==> src/rtl/irq_route_pkg.sv <==
package irq_route_pkg;
  localparam int unsigned DATA_W   = 8;
  localparam int unsigned SEL_W    = 4;
  localparam logic [DATA_W-1:0] IDX_DMA  = 8'h26;
  localparam logic [DATA_W-1:0] IDX_PPIRQ = 8'h27;
  localparam logic [DATA_W-1:0] IDX_UART = 8'h28;
  localparam logic [SEL_W-1:0]  SHARE_CODE = 4'hF;

  // code that selects IRQ pin p: pins below 6 are sparse-free, pin 6 skips reserved code 7
  function automatic logic [SEL_W-1:0] irq_code_of_pin(int unsigned p);
    return (p < 6) ? SEL_W'(p + 1) : SEL_W'(p + 2);
  endfunction
endpackage

==> src/rtl/irq_route_regs.sv <==
module irq_route_regs
  import irq_route_pkg::*;
(
  input  logic              clk_i,
  input  logic              rst_ni,
  input  logic              cfg_mode_i,
  input  logic              wr_en_i,
  input  logic              addr_sel_i,
  input  logic [DATA_W-1:0] wdata_i,
  output logic [DATA_W-1:0] rdata_o,
  output logic [DATA_W-1:0] dma_sel_o,
  output logic [DATA_W-1:0] ppirq_sel_o,
  output logic [DATA_W-1:0] uart_sel_o
);
  logic [DATA_W-1:0] index_q, dma_q, ppirq_q, uart_q;

  always_ff @(posedge clk_i or negedge rst_ni) begin
    if (!rst_ni) begin
      index_q <= '0;
      dma_q   <= '0;
      ppirq_q <= '0;
      uart_q  <= '0;
    end else if (cfg_mode_i && wr_en_i) begin
      if (!addr_sel_i) begin
        index_q <= wdata_i;
      end else begin
        unique case (index_q)
          IDX_DMA:   dma_q   <= wdata_i;
          IDX_PPIRQ: ppirq_q <= wdata_i;
          IDX_UART:  uart_q  <= wdata_i;
          default:   ;
        endcase
      end
    end
  end

  always_comb begin
    rdata_o = '0;
    if (cfg_mode_i) begin
      if (!addr_sel_i) begin
        rdata_o = index_q;
      end else begin
        unique case (index_q)
          IDX_DMA:   rdata_o = dma_q;
          IDX_PPIRQ: rdata_o = ppirq_q;
          IDX_UART:  rdata_o = uart_q;
          default:   rdata_o = '0;
        endcase
      end
    end
  end

  assign dma_sel_o   = dma_q;
  assign ppirq_sel_o = ppirq_q;
  assign uart_sel_o  = uart_q;
endmodule

==> src/rtl/irq_code_dec.sv <==
module irq_code_dec
  import irq_route_pkg::*;
#(
  parameter int unsigned N_PINS = 7
) (
  input  logic [SEL_W-1:0]  code_i,
  input  logic              en_i,
  output logic [N_PINS-1:0] hit_o
);
  for (genvar p = 0; p < N_PINS; p++) begin : g_pin
    assign hit_o[p] = en_i && (code_i == irq_code_of_pin(p));
  end
endmodule

==> src/rtl/irq_pin_arbiter.sv <==
module irq_pin_arbiter #(
  parameter int unsigned N_PINS = 7
) (
  input  logic [N_PINS-1:0] pp_hit_i,
  input  logic [N_PINS-1:0] u1_hit_i,
  input  logic [N_PINS-1:0] u2_hit_i,
  input  logic              shared_i,
  input  logic              pp_irq_i,
  input  logic              u1_irq_i,
  input  logic              u1_out2_i,
  input  logic              u2_irq_i,
  input  logic              u2_out2_i,
  output logic [N_PINS-1:0] pin_o,
  output logic [N_PINS-1:0] pin_oe_o
);
  logic u1_oe, u1_val, u2_oe, u2_val;

  // shared mode folds UART2 into UART1's slot
  assign u2_oe  = u2_out2_i;
  assign u2_val = u2_out2_i & u2_irq_i;
  assign u1_oe  = u1_out2_i | (shared_i & u2_oe);
  assign u1_val = (u1_out2_i & u1_irq_i) | (shared_i & u2_val);

  for (genvar p = 0; p < N_PINS; p++) begin : g_pin
    always_comb begin
      if (pp_hit_i[p]) begin
        pin_oe_o[p] = 1'b1;
        pin_o[p]    = pp_irq_i;
      end else if (u1_hit_i[p]) begin
        pin_oe_o[p] = u1_oe;
        pin_o[p]    = u1_val;
      end else if (u2_hit_i[p]) begin
        pin_oe_o[p] = u2_oe;
        pin_o[p]    = u2_val;
      end else begin
        pin_oe_o[p] = 1'b0;
        pin_o[p]    = 1'b0;
      end
    end
  end
endmodule

==> src/rtl/drq_router.sv <==
module drq_router
  import irq_route_pkg::*;
#(
  parameter int unsigned N_DRQ = 3
) (
  input  logic [SEL_W-1:0] code_i,
  input  logic             drq_i,
  output logic [N_DRQ-1:0] drq_o,
  output logic [N_DRQ-1:0] drq_oe_o
);
  for (genvar k = 0; k < N_DRQ; k++) begin : g_ch
    assign drq_oe_o[k] = (code_i == SEL_W'(k + 1));
    assign drq_o[k]    = drq_oe_o[k] & drq_i;
  end
endmodule

==> src/rtl/irq_dma_router.sv <==
module irq_dma_router
  import irq_route_pkg::*;
#(
  parameter int unsigned N_IRQ = 7,
  parameter int unsigned N_DRQ = 3
) (
  input  logic              clk_i,
  input  logic              rst_ni,
  input  logic              cfg_mode_i,
  input  logic              wr_en_i,
  input  logic              addr_sel_i,
  input  logic [DATA_W-1:0] wdata_i,
  output logic [DATA_W-1:0] rdata_o,
  input  logic              pp_irq_i,
  input  logic              pp_drq_i,
  input  logic              uart1_irq_i,
  input  logic              uart1_out2_i,
  input  logic              uart2_irq_i,
  input  logic              uart2_out2_i,
  output logic [N_IRQ-1:0]  irq_o,
  output logic [N_IRQ-1:0]  irq_oe_o,
  output logic [N_DRQ-1:0]  drq_o,
  output logic [N_DRQ-1:0]  drq_oe_o
);
  logic [DATA_W-1:0] dma_sel_q, ppirq_sel_q, uart_sel_q;
  logic [SEL_W-1:0]  u1_code, u2_code;
  logic              shared;
  logic [N_IRQ-1:0]  pp_hit, u1_hit, u2_hit;

  irq_route_regs u_regs (
    .clk_i      (clk_i),
    .rst_ni     (rst_ni),
    .cfg_mode_i (cfg_mode_i),
    .wr_en_i    (wr_en_i),
    .addr_sel_i (addr_sel_i),
    .wdata_i    (wdata_i),
    .rdata_o    (rdata_o),
    .dma_sel_o  (dma_sel_q),
    .ppirq_sel_o(ppirq_sel_q),
    .uart_sel_o (uart_sel_q)
  );

  assign u1_code = uart_sel_q[2*SEL_W-1:SEL_W];
  assign u2_code = uart_sel_q[SEL_W-1:0];
  assign shared  = (u2_code == SHARE_CODE);

  irq_code_dec #(.N_PINS(N_IRQ)) u_dec_pp (
    .code_i(ppirq_sel_q[SEL_W-1:0]), .en_i(1'b1), .hit_o(pp_hit));
  irq_code_dec #(.N_PINS(N_IRQ)) u_dec_u1 (
    .code_i(u1_code), .en_i(1'b1), .hit_o(u1_hit));
  irq_code_dec #(.N_PINS(N_IRQ)) u_dec_u2 (
    .code_i(u2_code), .en_i(!shared), .hit_o(u2_hit));

  irq_pin_arbiter #(.N_PINS(N_IRQ)) u_arb (
    .pp_hit_i (pp_hit),
    .u1_hit_i (u1_hit),
    .u2_hit_i (u2_hit),
    .shared_i (shared),
    .pp_irq_i (pp_irq_i),
    .u1_irq_i (uart1_irq_i),
    .u1_out2_i(uart1_out2_i),
    .u2_irq_i (uart2_irq_i),
    .u2_out2_i(uart2_out2_i),
    .pin_o    (irq_o),
    .pin_oe_o (irq_oe_o)
  );

  drq_router #(.N_DRQ(N_DRQ)) u_drq (
    .code_i  (dma_sel_q[SEL_W-1:0]),
    .drq_i   (pp_drq_i),
    .drq_o   (drq_o),
    .drq_oe_o(drq_oe_o)
  );
endmodule

==> config.mk <==
export PLATFORM = sky130hd
export DESIGN_NAME = irq_dma_router
export DESIGN_NICKNAME = d
export VERILOG_FILES = /design/src/rtl/irq_route_pkg.sv /design/src/rtl/irq_route_regs.sv /design/src/rtl/irq_code_dec.sv /design/src/rtl/irq_pin_arbiter.sv /design/src/rtl/drq_router.sv /design/src/rtl/irq_dma_router.sv
export SDC_FILE = /design/constraint.sdc
export NUM_CORES = 1
export LEC_CHECK = 0
export BUFFER_PORTS_ARGS = -buffer_cell sky130_fd_sc_hd__buf_2
export CAP_MARGIN = 20
export CELL_PAD_IN_SITES_DETAIL_PLACEMENT = 1
export CELL_PAD_IN_SITES_GLOBAL_PLACEMENT = 2
export CORE_MARGIN = 1
export CORE_UTILIZATION = 35
export DETAILED_ROUTE_END_ITERATION = 8
export PLACE_DENSITY_LB_ADDON = 0.12
export SLEW_MARGIN = 20
export SYNTH_ARGS = -nofsm -noshare
export SYNTH_HDL_FRONTEND = slang
export SYNTH_SLANG_ARGS = --single-unit
==> constraint.sdc <==
create_clock -name clk_i -period 5.8 [get_ports clk_i]
set_clock_uncertainty 0.2 [all_clocks]
set_input_delay 0.29 -clock clk_i [delete_from_list [all_inputs] [get_ports clk_i]]
set_output_delay 0.29 -clock clk_i [all_outputs]
set_load 0.05 [all_outputs]
==> metrics.txt <==
run status finished, final reports clean; share of post-route cells with drive strength above 1 34.3%; CTS sink cnt 32; post-layout min period 2.98 ns; CTS max path bufs 2; relative slew slack 43.2%; grt ovf 0; largest net degree at the start of global routing 33; worst vdd rail ir drop 0.127 mV; Post-DP Area 0.00236 sq mm; initial antenna violation count 0; max_cap viols 0; syn nets 239; CTS H-tree lvls 2; drt drc 0; first-pass GRT wire length 9290 um; CP required 5.31 ns; most common cell after layout, fill and taps aside buf_2; Post-Route WL 5630 um; synthesized flop and latch total 32; Synth cell types 33; input/output buffers 46; prevailing post-synth register cell dfrtp_1; pwr dens 242 mW/mm^2; Final Setup Violations 0; Synth Instances 220; Post-Route Setup TNS 0 ns; yosys warns 0; top post-synthesis cells by area dfrtp_1, mux2_2, nand2_1, mux2i_1, nor2_1; Final Wtd Congestion 0.715; endpoints failing hold 0; Power, Total 0.600 mW; Root Driver clkbuf_8; post-DR wirelength/cell 16.6 um; Clock transition at path regs 0.07 ns; peak per-stage delay on the critical path 0.64 ns; EDFF count, synth 0; post-route ant nets 0; number of CTS-inserted buffers 5; leakage 1.19 nW; DRT Pass-1 Iters 4; Startpoint Class flop; FFs w/ async S/R, synth 100%; Max Freq 0.336 GHz; Worst path slowest cell nor4b_4; drt via density 5.24; post-synthesis sequential area ratio 38.6%; 1st-iter DRT viols 27; Initial Util 36.9%; cell taking the most area after synthesis dfrtp_1; CTS tree yes; top-area cell type share of the netlist area 38.6%; Syn Std Cell Area 0.00207 sq mm; Ports 47; flop2flop setup slack 3.60 ns; die area 0.00623 sq mm; WP data arrival 2.49 ns; Crit Path Max Fanout 13; routed vias 1783; Die Height 78.9 um; Diodes inserted 0; finished layout cell area 0.00248 sq mm; most frequent cells in the layout buf_2, nand2_1, mux2_2, dfrtp_1, nor2_1; syn avg cell area 9.42 sq um; fill cell total of the finished layout 696; final period utilization 51.4%; CTS resizes 0; setup repair bufs after CTS 0; RSZ-0062 raised after global routing no; hold slack 0.101 ns; Die W 78.9 um; CP Class flop to output pin; Max Slew Vio Count 0; Clk Latency, worst-skew pair 0.28 ns; worst-margin pin slew 0.840 ns; vias in the first global route 1823; crit-path cells nor4b_4 -> o21ai_1 -> o21ai_0 -> buf_2; Overall Global Routing Usage 19.4%; CP Capture Type output pin; final-stage net count 286; Tightest Hold Check Type primary input to flop; Final HPWL DP 4450 um; core area 0.00561 sq mm; Area growth syn-to-layout 19.7%; Cell Rows 27
report_power, final:
group | internal [mW] | switching, mW | total [mW]
clock | 0.127 | 0.0793 | 0.207
sequential | 0.241 | 0.0331 | 0.274
combinational | 0.0453 | 0.0742 | 0.120
stage by stage:
stage                     instances  util (%)  worst slack, ns
final                           340      44.2             2.82
after global routing            340      44.2             2.59
after CTS                       340      44.2             2.75
after detailed placement        331      42.1             3.06
after global placement          331      42.1             3.15
after floorplan                 220         -             2.59
registers in the layout, summed over array words and instances, names as in the netlist:
signal and count:
u_regs.uart_sel_o 8, u_regs.ppirq_sel_o 8, u_regs.dma_sel_o 8, u_regs.index_q 8
per-layer routing:
| metal | part of all wire, % | GRT usage [%] |
|---|---|---|
| met5 | 0 | 0 |
| met4 | 1.1 | 4.91 |
| met3 | 3.2 | 2.64 |
| met2 | 48 | 33.0 |
| met1 | 47 | 25.8 |
area by class of cell:
| class | count | area [sq um] | share of cell area, % |
|---|---|---|---|
| Tap cell | 72 | 90.1 | 3.63 |
| Sequential cell | 32 | 801 | 32.3 |
| Clock buffer | 6 | 72.6 | 2.93 |
| Clock inverter | 2 | 35.0 | 1.41 |
| Timing Repair Buffer | 47 | 240 | 9.69 |
| Multi-Input combinational cell | 180 | 1240 | 49.9 |
| Inverter | 1 | 3.75 | 0.151 |
critical path, delay by kind of cell, from the launching register on:
kind                   cells  cell delay [ns]
AOI/OAI and AO/OA          2             0.63
buffers and inverters      1             0.30
DFF                        1             0.63
and+or+nand+nor            1             0.64
logic make-up after synthesis:
logic type             synth area share [%]
AOI/OAI and AO/OA                      7.61
muxes                                  21.7
DFF                                    38.6
buffers and inverters                  1.63
and+or+nand+nor                        30.4
cell usage after synthesis (3+ instances only):
| cell | instances |
|---|---|
| mux2_2 | 32 |
| a31oi_1 | 6 |
| and2_1 | 4 |
| dfrtp_1 | 32 |
| o21ai_0 | 8 |
| nand2_1 | 32 |
| nor3_1 | 3 |
| nor2b_1 | 7 |
| a21oi_1 | 11 |
| nand3b_1 | 5 |
| nand2b_1 | 4 |
| nor2_1 | 22 |
| nor4b_1 | 4 |
| clkbuf_1 | 6 |
| nand3_1 | 11 |
| mux2i_1 | 9 |
| nand4_1 | 3 |
final timing paths:
path                                                   startpoint                                 to  cells after the start
worst max-delay path                u_regs.index_q[0]$_DFFE_PN0P_                         rdata_o[0]                      4
worst min-delay path                                   wdata_i[7]  u_regs.ppirq_sel_o[7]$_DFFE_PN0P_                      2
worst max register to register      u_regs.index_q[0]$_DFFE_PN0P_   u_regs.uart_sel_o[0]$_DFFE_PN0P_                      3
worst min register to register  u_regs.ppirq_sel_o[7]$_DFFE_PN0P_  u_regs.ppirq_sel_o[7]$_DFFE_PN0P_                      1
max in group asynchronous                                  rst_ni    u_regs.dma_sel_o[0]$_DFFE_PN0P_                      2
min in group asynchronous                                  rst_ni      u_regs.index_q[4]$_DFFE_PN0P_                      2
timing repair:
item	4_1_cts	5_1_grt
endpoints found under the setup margin	0	0
endpoints found under the hold margin	32	0
hold buffers	1	0
Power figures use the tool's default switching activity.
